[src/rtl/pps_pkg.sv]
package pps_pkg;

  typedef enum logic [2:0] {
    ST_IDLE   = 3'd0,
    ST_ARM    = 3'd1,
    ST_PWR    = 3'd2,
    ST_GUARD1 = 3'd3,
    ST_GUARD2 = 3'd4
  } pps_state_e;

  // Cycles covering a span in microseconds, rounded up, never below one.
  function automatic longint unsigned us_to_cycles(longint unsigned hz,
                                                   longint unsigned us);
    longint unsigned c;
    c = (hz * us + 64'd999_999) / 64'd1_000_000;
    return (c == 0) ? 64'd1 : c;
  endfunction

  // Clamp bit that releases partition idx: a and b are exchanged.
  function automatic int unsigned clamp_bit(int unsigned idx,
                                            int unsigned a,
                                            int unsigned b);
    if (idx == a) return b;
    if (idx == b) return a;
    return idx;
  endfunction

  function automatic int unsigned width_for(longint unsigned v);
    int unsigned w;
    w = 1;
    while ((64'd1 << w) <= v) w++;
    return w;
  endfunction

endpackage

[src/rtl/pps_cycle_timer.sv]
module pps_cycle_timer #(
  parameter int unsigned CNT_W = 8
) (
  input  logic             clk,
  input  logic             rst_n,
  input  logic             clr_i,
  input  logic             en_i,
  input  logic [CNT_W-1:0] limit_i,
  output logic             hit_o
);

  logic [CNT_W-1:0] cnt_q;

  always_ff @(posedge clk or negedge rst_n) begin
    if (!rst_n)     cnt_q <= '0;
    else if (clr_i) cnt_q <= '0;
    else if (en_i)  cnt_q <= cnt_q + 1'b1;
  end

  assign hit_o = en_i && (cnt_q == limit_i - CNT_W'(1));


  cnt_bound_chk: assert property (@(posedge clk) disable iff (!rst_n)
    en_i |-> (cnt_q < limit_i));

endmodule

[src/rtl/pps_clamp_map.sv]
module pps_clamp_map #(
  parameter int unsigned NUM_PART = 16,
  parameter int unsigned IDX_W    = 4,
  parameter int unsigned SWAP_A   = 3,
  parameter int unsigned SWAP_B   = 4
) (
  input  logic [IDX_W-1:0]    idx_i,
  output logic [NUM_PART-1:0] mask_o
);
  import pps_pkg::*;

  for (genvar g = 0; g < NUM_PART; g++) begin : g_bit
    localparam int unsigned SRC = clamp_bit(g, SWAP_A, SWAP_B);
    assign mask_o[g] = (idx_i == IDX_W'(SRC));
  end

endmodule

[src/rtl/pwr_partition_sequencer.sv]
module pwr_partition_sequencer #(
  parameter int unsigned NUM_PART   = 16,
  parameter longint unsigned CLK_HZ = 100_000_000,
  parameter int unsigned GUARD_US   = 10,
  parameter int unsigned TIMEOUT_US = 25_000,
  parameter int unsigned SWAP_A     = 3,
  parameter int unsigned SWAP_B     = 4,
  localparam int unsigned IDX_W     = (NUM_PART > 1) ? $clog2(NUM_PART) : 1
) (
  input  logic                clk,
  input  logic                rst_n,
  input  logic                start_i,
  input  logic [IDX_W-1:0]    part_idx_i,
  input  logic [NUM_PART-1:0] pwr_status_i,
  output logic                pwr_req_o,
  output logic [IDX_W-1:0]    pwr_idx_o,
  output logic                periph_rst_o,
  output logic                periph_clk_en_o,
  output logic [NUM_PART-1:0] clamp_o,
  output logic                done_o,
  output logic                err_o
);
  import pps_pkg::*;

  localparam longint unsigned GUARD_CYC = us_to_cycles(CLK_HZ, GUARD_US);
  localparam longint unsigned TO_CYC    = us_to_cycles(CLK_HZ, TIMEOUT_US);
  localparam longint unsigned MAX_CYC   = (TO_CYC > GUARD_CYC) ? TO_CYC : GUARD_CYC;
  localparam int unsigned     CNT_W     = width_for(MAX_CYC);

  pps_state_e state_q, state_d;
  logic [IDX_W-1:0]    idx_q;
  logic                req_q, rst_q, clk_en_q, done_q, err_q;
  logic [NUM_PART-1:0] clamp_q;

  // Named events
  logic                accept_start, pwr_seen, enter_clk, pwr_timeout;
  logic                guard1_end, guard2_end, need_req;
  logic                tmr_clr, tmr_en, tmr_hit;
  logic [CNT_W-1:0]    tmr_limit;
  logic [NUM_PART-1:0] clamp_mask;

  assign accept_start = (state_q == ST_IDLE) && start_i &&
                        (32'(part_idx_i) < NUM_PART);
  assign pwr_seen     = pwr_status_i[idx_q];
  assign need_req     = (state_q == ST_ARM) && !pwr_seen;
  assign enter_clk    = ((state_q == ST_ARM) || (state_q == ST_PWR)) && pwr_seen;
  assign pwr_timeout  = (state_q == ST_PWR) && !pwr_seen && tmr_hit;
  assign guard1_end   = (state_q == ST_GUARD1) && tmr_hit;
  assign guard2_end   = (state_q == ST_GUARD2) && tmr_hit;

  always_comb begin
    state_d = state_q;
    unique case (state_q)
      ST_IDLE:   if (accept_start) state_d = ST_ARM;
      ST_ARM:    state_d = pwr_seen ? ST_GUARD1 : ST_PWR;
      ST_PWR:    if (pwr_seen) state_d = ST_GUARD1;
                 else if (tmr_hit) state_d = ST_IDLE;
      ST_GUARD1: if (tmr_hit) state_d = ST_GUARD2;
      ST_GUARD2: if (tmr_hit) state_d = ST_IDLE;
      default:   state_d = ST_IDLE;
    endcase
  end

  assign tmr_clr   = (state_d != state_q);
  assign tmr_en    = (state_q == ST_PWR) || (state_q == ST_GUARD1) ||
                     (state_q == ST_GUARD2);
  assign tmr_limit = (state_q == ST_PWR) ? CNT_W'(TO_CYC) : CNT_W'(GUARD_CYC);

  pps_cycle_timer #(.CNT_W(CNT_W)) u_timer (
    .clk     (clk),
    .rst_n   (rst_n),
    .clr_i   (tmr_clr),
    .en_i    (tmr_en),
    .limit_i (tmr_limit),
    .hit_o   (tmr_hit)
  );

  pps_clamp_map #(
    .NUM_PART (NUM_PART),
    .IDX_W    (IDX_W),
    .SWAP_A   (SWAP_A),
    .SWAP_B   (SWAP_B)
  ) u_clamp (
    .idx_i  (idx_q),
    .mask_o (clamp_mask)
  );

  always_ff @(posedge clk or negedge rst_n) begin
    if (!rst_n) begin
      state_q  <= ST_IDLE;
      idx_q    <= '0;
      req_q    <= 1'b0;
      rst_q    <= 1'b0;
      clk_en_q <= 1'b0;
      done_q   <= 1'b0;
      err_q    <= 1'b0;
      clamp_q  <= '0;
    end else begin
      state_q <= state_d;
      req_q   <= need_req;
      done_q  <= guard2_end;
      clamp_q <= guard1_end ? clamp_mask : '0;
      if (accept_start) begin
        idx_q    <= part_idx_i;
        rst_q    <= 1'b1;
        clk_en_q <= 1'b0;
        err_q    <= 1'b0;
      end
      if (enter_clk)   clk_en_q <= 1'b1;
      if (pwr_timeout) err_q    <= 1'b1;
      if (guard2_end)  rst_q    <= 1'b0;
    end
  end

  assign pwr_req_o       = req_q;
  assign pwr_idx_o       = idx_q;
  assign periph_rst_o    = rst_q;
  assign periph_clk_en_o = clk_en_q;
  assign clamp_o         = clamp_q;
  assign done_o          = done_q;
  assign err_o           = err_q;


  req_under_rst_chk: assert property (@(posedge clk) disable iff (!rst_n)
    pwr_req_o |-> periph_rst_o);

  req_pulse_chk: assert property (@(posedge clk) disable iff (!rst_n)
    pwr_req_o |=> !pwr_req_o);

  clk_after_pwr_chk: assert property (@(posedge clk) disable iff (!rst_n)
    $rose(periph_clk_en_o) |-> $past(pwr_status_i[idx_q]));

  err_keeps_rst_chk: assert property (@(posedge clk) disable iff (!rst_n)
    err_o |-> (periph_rst_o && !periph_clk_en_o));

  clamp_onehot_chk: assert property (@(posedge clk) disable iff (!rst_n)
    $onehot0(clamp_o));

  clamp_ctx_chk: assert property (@(posedge clk) disable iff (!rst_n)
    (|clamp_o) |-> (periph_clk_en_o && periph_rst_o));

  done_ctx_chk: assert property (@(posedge clk) disable iff (!rst_n)
    done_o |-> (!periph_rst_o && periph_clk_en_o));

  done_pulse_chk: assert property (@(posedge clk) disable iff (!rst_n)
    done_o |=> !done_o);

  idx_hold_chk: assert property (@(posedge clk) disable iff (!rst_n)
    (state_q != ST_IDLE) |=> $stable(pwr_idx_o));

endmodule

[config.mk]
export PLATFORM = sky130hd
export DESIGN_NAME = pwr_partition_sequencer
export DESIGN_NICKNAME = d
export VERILOG_FILES = /design/src/rtl/pps_pkg.sv /design/src/rtl/pps_cycle_timer.sv /design/src/rtl/pps_clamp_map.sv /design/src/rtl/pwr_partition_sequencer.sv
export SDC_FILE = /design/constraint.sdc
export NUM_CORES = 1
export LEC_CHECK = 0
export CORE_MARGIN = 2
export CORE_UTILIZATION = 40
export DETAILED_ROUTE_END_ITERATION = 10
export RECOVER_POWER = 100
export REMOVE_ABC_BUFFERS = 1
export SLEW_MARGIN = 15
export SYNTH_ARGS = -nofsm -noshare
export SYNTH_HDL_FRONTEND = slang
export SYNTH_SLANG_ARGS = --single-unit
[constraint.sdc]
create_clock -name clk -period 4.7 [get_ports clk]
set_clock_uncertainty 0.05 [all_clocks]
set_input_delay 0.47 -clock clk [delete_from_list [all_inputs] [get_ports clk]]
set_output_delay 0.47 -clock clk [all_outputs]
set_load 0.03 [all_outputs]
==> results.ini <==
[outcome]
status = finished with violations
violations = capacitance limit, slew limit

[routing]
drc = 0
drt-total-wl_mm = 5.706
routedWlPerCell_um = 15.38
drtIter0Drc = 90
via_per_inst = 5.464
antenna_left = 0
via_count = 2027
drt_pre_antenna_iters = 4

[timing]
worst_pin_slew_ns = 2.603
min_period_over_period_pct = 60.87
rsz0062_at_grt = no
hold_viol = 0
period_minus_slack_ns = 2.861
setup_viol = 0
fmax_mhz = 349.6
whs_ns = 0.4927
setup_tns_ns = 0
max_slew_margin_pct = -73.54
maxSlewViolCount = 51

[final_layout]
drive_gt1_share_pct = 8.247
fillers = 651
layout_common_cells = 50 x dfrtp_1, 26 x dlygate4sd3_1, 24 x nor2_1
n_antenna_cell = 0
layout_commonest_cell = dfrtp_1
finalNetCount = 314
area_growth_pct = 16.19

[setup_path]
start_kind = register
worst_path_max_delay_cell = nand2_1
critPathArrivalTime_ns = 2.97
r2r_end = u_timer.cnt_q[1]
cp.required_ns = 4.81
crit_chain = or3b_1, a21oi_1, o211ai_1, nand2_1, a221oi_1
crit_type = reg2reg
worstRegToRegCells = 5
cp_max_fo = 22
r2r-start = state_q[2]
slowest_delay_ns = 0.67
cp-startpoint = state_q[2]
reg2reg_slack_ns = 1.84
cp-endpoint = u_timer.cnt_q[1]
cp-end-kind = register

[placed_design]
place.gp.congestion = 0.7687
dp.final_hpwl_mm = 4.056
port_buffers = 47

[hold_path]
hold_class = reg2reg

[synthesis]
ys_seq_elements = 50
ys_seq_area_share_pct = 45.87
synth.distinct_cells = 52
syn_area_um2 = 2728
synth_area_leaders = dfrtp_1 46%, a211oi_2 8.7%, xnor2_1 4.5%
yosys.area.top_type = dfrtp_1
syn_area_per_cell_um2 = 10.82
synth_ff_type = dfrtp_1
synth_cells = 252
async_reset_ff_share_pct = 100.0
synth_edf_count = 0
synthDominantCellAreaShare_pct = 45.87
yosys_warnings = 0

[clock_network]
clock-sinks = 50
post_cts_buffers = 0
cts_buffers = 5
cts.reportedPaths.clkPinSlew_ns = 0.10
clockBufferDepth = 2
cts_hold_buf = 0
insertion_delay_ns = 0.31
cts_resized = 0
cts_tree = built
clock-root-buffer = clkbuf_8
htreeDepth = 2

[die]
fp.dieH_um = 86.58
core_area_um2 = 6681
fp.dieW_um = 86.58
row_count = 30
die_area_um2 = 7495
start_util_pct = 40.82
ioPinCount = 48

[global_routing]
grt_use_total_pct = 16.68
grt_max_degree = 51
grt_pass1_vias = 1994
antenna_found_initial = 0
grt_pass1_wl_mm = 9.804
overflow = 0

[pwr]
p_leak_nw = 1.334
ir_drop_mv = 0.2050
powerDensity_nw_per_um2 = 299.7

[job]
maxCapViolCount = 1

## stage by stage
| step | utilization [%] | setup slack, ns | power (W) | cell area [um2] | std cells |
|---|---|---|---|---|---|
| finish | 47.43 | 1.839 | 0.0009499 | 3169 | 371 |
| global route | 47.43 | 1.579 | 0.001011 | 3169 | 371 |
| CTS | 49.19 | 1.805 | 0.0009879 | 3287 | 371 |
| detailed placement | 47.73 | 1.798 | 0.0007187 | 3189 | 363 |
| global placement | 47.73 | 1.903 | 0.0007173 | 3189 | 363 |
| floorplan | - | 2.077 | 0.0006485 | 2609 | 234 |
## synthesized netlist by cell type (3+ instances only)
cell	count
nor3_1	9
xor2_1	8
a211oi_2	19
nand2_1	14
mux2_2	8
dfrtp_1	50
xnor2_1	14
o21ai_0	4
buf_4	3
clkbuf_1	6
nor4_1	8
nor2_1	24
o22ai_1	3
nand3_1	8
inv_1	7
nand4_1	7
nand2b_1	5
mux2i_1	5
buf_6	5
nand4b_1	3
## registers in the layout, summed over array words and instances, names as in the netlist
| name | flops |
|---|---|
| clamp_o | 16 |
| done_o | 1 |
| err_o | 1 |
| periph_clk_en_o | 1 |
| periph_rst_o | 1 |
| pwr_idx_o | 4 |
| pwr_req_o | 1 |
| state_q | 3 |
| u_timer.cnt_q | 22 |
## cells by family after synthesis
group,synth area share [%]
AO/OA/AOI/OAI,16.24
XOR/XNOR,7.064
adder cells (fa/ha/maj),0.4586
buffers and inverters,5.321
flip-flops,45.87
multiplexers,5.138
AND/OR/NAND/NOR,19.91
## critical path: cells and delay by family, from the launching register on
| kind | cells | cell delay, ns |
|---|---|---|
| AND/OR/NAND/NOR | 2 | 1.14 |
| flip-flops | 1 | 0.58 |
| AO/OA/AOI/OAI | 3 | 0.93 |
## worst min-delay path by stage
stage,cells past startpoint,end,start
after floorplan,0,clamp_o[0],rst_n
after global routing,2,periph_clk_en_o,periph_clk_en_o
final,2,periph_clk_en_o,periph_clk_en_o
after CTS,1,clamp_o[10],rst_n
after global placement,2,periph_clk_en_o,periph_clk_en_o
after detailed placement,2,periph_clk_en_o,periph_clk_en_o
## power by group
group | total (W) | switching [W] | internal (W)
clock network | 0.000269 | 0.000157 | 0.000112
logic | 0.000181 | 0.0000999 | 0.0000810
registers | 0.000500 | 0.0000420 | 0.000458
total | 0.000950 | 0.000299 | 0.000651
## cell type report
cell class / count / area, um2 / share of cell area (%)
Sequential cell: 50 / 1251 / 39.48
Multi-Input combinational cell: 177 / 1215 / 38.33
Timing Repair Buffer: 49 / 479.2 / 15.12
Tap cell: 80 / 100.1 / 3.158
Clock buffer: 5 / 68.82 / 2.171
Clock inverter: 3 / 28.78 / 0.9080
Inverter: 7 / 26.28 / 0.8291
## layer usage
| metal | up-vias | routed length [um] | part of all wire (%) | track usage, % |
|---|---|---|---|---|
| li1 | 988 | - | - | - |
| met1 | 994 | 2689 | 47 | 22.58 |
| met2 | 43 | 2717 | 48 | 27.55 |
| met3 | 2 | 274 | 4.8 | 3.905 |
| met4 | 0 | 25 | 0.44 | 3.409 |
| met5 | - | 0 | 0 | 0 |
No activity file was read; power rests on OpenSTA's default activity.
